===== src/rtl/pe_gate_ctrl.sv =====
module pe_gate_ctrl #(
  parameter int NUM_PE   = 8,
  parameter int QW       = 6,
  parameter int Q_LIMIT  = 4,
  parameter int THR_INIT = 3,
  parameter int THR_MIN  = 1,
  parameter int THR_MAX  = 7,
  parameter int STEP     = 2,
  parameter int PERIOD   = 4
) (
  input  logic              clk,
  input  logic              rst_n,
  input  logic [QW-1:0]     queue_len,
  input  logic              buf_full,
  output logic [NUM_PE-1:0] pe_en
);
  localparam int TW = $clog2(THR_MAX + STEP + 1);
  localparam int DW = (PERIOD > 1) ? $clog2(PERIOD) : 1;
  localparam logic [TW-1:0] STEP_V = TW'(STEP);
  localparam logic [TW-1:0] MIN_V  = TW'(THR_MIN);
  localparam logic [TW-1:0] MAX_V  = TW'(THR_MAX);

  logic [DW-1:0] div;
  logic [TW-1:0] thr, cnt;
  logic [NUM_PE-1:0] en;

  wire tick   = (div == DW'(PERIOD - 1));
  wire busy   = (queue_len > QW'(Q_LIMIT));
  wire all_on = en[NUM_PE-1];
  wire one_on = (en[NUM_PE-1:1] == '0);

  wire [TW-1:0] cnt_inc = (&cnt) ? cnt : cnt + 1'b1;
  wire          over    = (cnt_inc > thr);
  wire [TW-1:0] thr_up  = (thr > MAX_V - STEP_V) ? MAX_V : thr + STEP_V;
  wire [TW-1:0] thr_dn  = (thr < MIN_V + STEP_V) ? MIN_V : thr - STEP_V;

  always_ff @(posedge clk) begin
    if (!rst_n) begin
      div <= '0;
      en  <= '1;
      thr <= TW'(THR_INIT);
      cnt <= '0;
    end else begin
      div <= tick ? '0 : div + 1'b1;
      if (tick) begin
        if (buf_full) begin
          if (!all_on) begin
            en  <= {en[NUM_PE-2:0], 1'b1};
            thr <= thr_up;
            cnt <= '0;
          end
        end else if (busy) begin
          if (over && !one_on) begin
            en  <= en >> 1;
            thr <= thr_dn;
            cnt <= '0;
          end else begin
            cnt <= cnt_inc;
          end
        end
      end
    end
  end

  assign pe_en = en;
endmodule


===== config.mk =====
export PLATFORM = sky130hd
export DESIGN_NAME = pe_gate_ctrl
export DESIGN_NICKNAME = d
export VERILOG_FILES = /design/src/rtl/pe_gate_ctrl.sv
export SDC_FILE = /design/constraint.sdc
export NUM_CORES = 1
export LEC_CHECK = 0
export BUFFER_PORTS_ARGS = -buffer_cell sky130_fd_sc_hd__buf_2
export CAP_MARGIN = 20
export CELL_PAD_IN_SITES_DETAIL_PLACEMENT = 2
export CELL_PAD_IN_SITES_GLOBAL_PLACEMENT = 2
export CORE_MARGIN = 5
export CORE_UTILIZATION = 34
export DETAILED_ROUTE_END_ITERATION = 12
export PLACE_DENSITY_LB_ADDON = 0.1
export SYNTH_ARGS = -nofsm -noshare
export SYNTH_HDL_FRONTEND = slang
export SYNTH_SLANG_ARGS = --single-unit

===== constraint.sdc =====
create_clock -name clk -period 2.87 [get_ports clk]
set_input_delay 0.287 -clock clk [delete_from_list [all_inputs] [get_ports clk]]
set_output_delay 0.287 -clock clk [all_outputs]
set_load 0.05 [all_outputs]

### Word level (Yosys, flattened, before mapping)

Index checks and enable logic that the tools add are counted.

| word-level totals | value |
|---|---|
| register bits after elaboration | 18 |
| input port bits | 9 |
| output and inout bits | 8 |
| logic and storage cells | 41 |

| cells by class | value |
|---|---|
| $add $sub $neg | 4 |
| $lt $le $gt $ge | 4 |
| eq/ne operators | 2 |
| mux-type cells | 15 |
| bitwise logic cells | 1 |
| reductions and logical operators | 10 |

Operator list:

| kind | number |
|---|---|
| $mux W4 | 11 |
| $mux W8 | 4 |
| $reduce_and A4 Y1 | 2 |
| $logic_not A7 Y1 | 1 |
| $gt A6 B3 Y1 const B | 1 |
| $reduce_and A3 Y1 | 2 |
| $add A4 B1 Y4 const B | 1 |
| $add A4 B2 Y4 const B | 1 |
| $gt A4 B3 Y1 const B | 1 |
| $gt A4 B4 Y1 | 1 |
| $lt A4 B2 Y1 const B | 1 |
| $reduce_bool A2 Y1 | 2 |
| $sub A4 B2 Y4 const B | 1 |
| $add A2 B1 Y2 const B | 1 |
| $eq A2 B2 Y1 const B | 1 |
| $ne A2 B2 Y1 const B | 1 |
| $reduce_or A2 Y1 | 1 |
| $logic_and A1 B1 Y1 | 1 |
| $logic_not A1 Y1 | 1 |
| $not A1 Y1 | 1 |

### Depth between registers and ports, before layout

| depth | value |
|---|---|
| depth in word-level cells | 7 |
| mapped depth | 10 |

### Worst setup path before layout

No wires, ideal clock.

| path | value |
|---|---|
| kind | reg-to-reg |
| start | reg cnt[0] |
| end | reg en[5], in the netlist pe_en[5] |
| setup time | 0.121 ns |
| data arrival time | 2.418 ns |
| slack | 0.331 ns |
| stages on the path, launching flop included | 10 |
| path buffers | 0 |
| clock period less this slack | 2.539 ns |
| cells stage by stage | dfxtp_1 -> ha_1 -> nand3_1 -> mux2_2 -> ha_1 -> nor2b_1 -> o211ai_1 -> a21oi_2 -> o21ai_4 -> mux2_4 |

| between the ends | value |
|---|---|
| longest elaborated chain between the ends | 6 |
| elaborated cells between the ends (all ways) | 7 |
| classes of those cells | add/sub (1); order compare (1); mux (1); reduce/logical (4) |

RTL lines:

| element | line | text |
|---|---|---|
| start: declaration | 24 | `logic [TW-1:0] thr, cnt;` |
| start signal: assignment | 58 | `cnt <= cnt_inc;` |
| $add A4 B1 Y4 or $reduce_and A4 Y1 (tied branches) | 32 | `wire [TW-1:0] cnt_inc = (&cnt) ? cnt : cnt + 1'b1;` |
| $mux W4 * | 32 |  |
| $gt A4 B4 Y1 * | 33 | `wire over = (cnt_inc > thr);` |
| $logic_and A1 B1 Y1 * | 53 | `if (over && !one_on) begin` |
| $reduce_bool A2 Y1 (no line) * | - |  |
| $reduce_and A4 Y1 (no line) * | - |  |
| end signal: assignment | 48 | `en <= {en[NUM_PE-2:0], 1'b1};` |
| end signal: assignment | 54 | `en <= en >> 1;` |
| end: declaration | 25 | `logic [NUM_PE-1:0] en;` |

Mark *: on every way between the ends. The rest lies on a longest branch, timed or not.
A chain may end at the register's enable or synchronous reset.

### Worst setup path in the final report

| path | value |
|---|---|
| start | reg cnt[1] |
| end | reg en[5], in the netlist pe_en[5] |

Same word-level chain as after synthesis.

==> results.ini <==
[pwr]
power_frac_seq_pct = 52.6
swShare_pct = 27.21
max-vdd-ir-drop_mv = 0.1857
p_int_mw = 0.3594
finalPower_mw = 0.4938
powerDensity_mw_per_mm2 = 347.7
power.switching_mw = 0.1344
p_leak_nw = 0.5877
pwr-share-clk_pct = 33.8
p_comb_share_pct = 13.7

[critical_path]
cp_max_fo = 5
critPathLaunch = cnt[1]
required_ns = 3.09
end_kind = flip-flop
rr_worst_depth = 10
crit_chain = ha_2 > nand3_1 > mux2_2 > ha_1 > nor2b_1 > o211ai_1 > a21oi_2 > o21ai_4 > buf_4 > mux2_4
worst-path-stages = 10
rr_startpoint = cnt[1]
startpoint_type = flip-flop
r2r_slack_ns = 0.07
slowest_delay_ns = 0.41
worst_path_max_delay_cell = dfxtp_1
r2r_end = pe_en[5]
cp_top_family = compound AO/OA/AOI/OAI gates
arrival_ns = 3.01
crit_type = flip-flop to flip-flop
endpoint = pe_en[5]
crit_buf_inv = 1

[floorplan]
num_rows = 21
core-area_mm2 = 0.003416
die_x_um = 70.15
die_h_um = 70.15
die_area_mm2 = 0.004920
initial_core_util_pct = 36.01
ios = 17

[clock_network]
clkTransAtPathRegs_ns = 0.11
cts_tree = yes
clock_path_buffers = 2
worstSkewPairLatency_ns = 0.31
htreeDepth = 1
root_buffer = clkbuf_4
cts_buffers = 3
cts.sinks = 18

[detailed_routing]
antenna_left = 0
wl_per_cell_um = 17.14
highest_layer = met4
drc = 0
vias = 1123
drt-total-wl_um = 3462
routed-wl-met3_um = 94
first_iter_violations = 54
drtPass1Iterations = 4
wl_met1_um = 1503
met2_length_um = 1825
drt-vias-per-instance = 5.559

[timing]
hold_violations = 0
whs_ns = 0.3922
slew_viol_final = 0
fin_crit_ns = 2.798
finalWorstSetupSlack_ns = 0.07210
setup_violations = 0
relSlewSlack_pct = 66.26
max_freq_ghz = 0.3574
clock_skew_ns = 0.004529
tns_ns = 0
worst_pin_slew_ns = 0.5061
period_share_pct = 97.49

[cells_and_area]
multiInputGateArea_um2 = 819.5
n_fill_cell = 397
syn2layout_area_growth_pct = 15.46
drive_gt1_share_pct = 26.28
diodes = 0
final-seq-area_um2 = 361.6
nets = 174

[synth]
netlist_instances = 138
yosys-top-cells-area = dfxtp_1 (29%), ha_1 (8.1%), mux2_4 (6.1%)
synth-edff-count = 0
yosys_warnings = 0
syn_area_per_cell_um2 = 8.913
yosysSeqAreaShare_pct = 29.30
synthFlopType = dfxtp_1
synth_largest_area_cell = dfxtp_1
synthesis.area_mm2 = 0.001230
syn_nets = 155
yosys.area.top_type_share_pct = 29.30
ys_ff_latch = 18
yosysMostFrequentCell = dfxtp_1
synthArstFlopShare_pct = 0
ys_types = 40
synthTopCellsByCount = dfxtp_1 (18), nand3_1 (13), nand2b_1 (11)

[outcome]
status = finished clean

[grt]
grt_pass1_vias = 1174
gr-total-overflow = 0
antenna_found_initial = 0
grt_first_pass_wirelength_um = 5671
track_usage_pct = 14.23
grt_max_degree = 29

[place]
portBuffers = 16
place_congestion = 0.7371
dpl.hpwl_um = 2510
place_ws_ns = 0.04824

[flow_run]
drv_cap = 0

[worst_hold_path]
hp-class = primary input to flip-flop

power groups by stage:
stage	sequential, mW	combinational (mW)	clock [mW]
2_1_floorplan	0.267	0.0451	0
3_3_place_gp	0.265	0.0628	0
3_5_place_dp	0.265	0.0652	0
4_1_cts	0.260	0.0661	0.171
5_1_grt	0.261	0.0756	0.185
6_report	0.260	0.0675	0.167
what timing repair did:
item,4_1_cts,5_1_grt
setup endpoints to repair,0,10
gates resized for setup,0,2
buffers inserted,0,3
hold buffers,0,0
per-stage QoR:
| step | cells | area [um^2] | utilization, % |
|---|---|---|---|
| CTS | 199 | 1381 | 40.44 |
| finish | 202 | 1420 | 41.58 |
| global route | 202 | 1420 | 41.58 |
| detailed placement | 195 | 1345 | 39.38 |
| floorplan | 138 | 1230 | - |
| global placement | 195 | 1345 | 39.38 |
flip-flops by register name, indices dropped and copies added, names as in the netlist:
name / count
div: 2
pe_en: 8
cnt: 4
thr: 4
worst reg2reg max path: cells and delay by family (launching register included):
| family | cells | cell delay, ns |
|---|---|---|
| AOI/OAI and AO/OA | 3 | 0.67 |
| adders and majority gates | 2 | 0.53 |
| buffers and inverters | 1 | 0.18 |
| DFF | 1 | 0.41 |
| muxes | 2 | 0.62 |
| and+or+nand+nor | 2 | 0.29 |
final cells by class:
class                      instances  share of cell area, %
inverter                           6                  1.586
multi-input combinational        108                  57.71
clock buffer                       4                  2.555
sequential                        18                  25.46
timing repair buffer              20                  8.634
tap                               46                  4.053
cells by family after synthesis:
family                     count (synthesis)  synth area share, %
xor gates and xnor gates                   1               0.7122
adders and majority gates                  8                8.139
buffers and inverters                     12                4.273
AOI/OAI and AO/OA                         32                21.77
muxes                                      8                8.647
and+or+nand+nor                           59                27.16
DFF                                       18                29.30
how the worst min path moves through the flow:
stage            from       end  slack, ns  depth (start not counted)
6_report        rst_n  pe_en[7]       0.39                          2
3_5_place_dp   div[0]    div[0]       0.43                          1
4_1_cts         rst_n  pe_en[7]       0.39                          2
2_1_floorplan  div[0]    div[0]       0.41                          1
5_1_grt         rst_n  pe_en[7]       0.42                          2
3_3_place_gp   div[0]    div[0]       0.42                          1
layer usage:
metal | up-vias | GRT usage [%]
met1 | 558 | 16.95
met2 | 14 | 25.60
li1 | 547 | -
met3 | 4 | 3.013
met4 | 0 | 3.830
met5 | - | 0
cells in the final DEF (no fill, tap or decap), drive strengths merged, types with 2 or more instances in the layout:
cell type / synthesis / routed
nand3: 13 / 13
buf: 1 / 20
nand4: 3 / 3
dfxtp: 18 / 18
mux2i: 2 / 2
nor3: 2 / 2
nand2b: 11 / 11
o21ai: 9 / 9
inv: 6 / 6
nor2b: 2 / 2
ha: 8 / 8
a32oi: 2 / 2
o211ai: 4 / 4
nor2: 8 / 8
nand2: 8 / 8
clkbuf: 5 / 4
nand3b: 5 / 5
or4: 2 / 2
mux2: 6 / 6
a311oi: 2 / 2
a21oi: 7 / 7
Note: power is estimated with default switching activity, not from simulation.
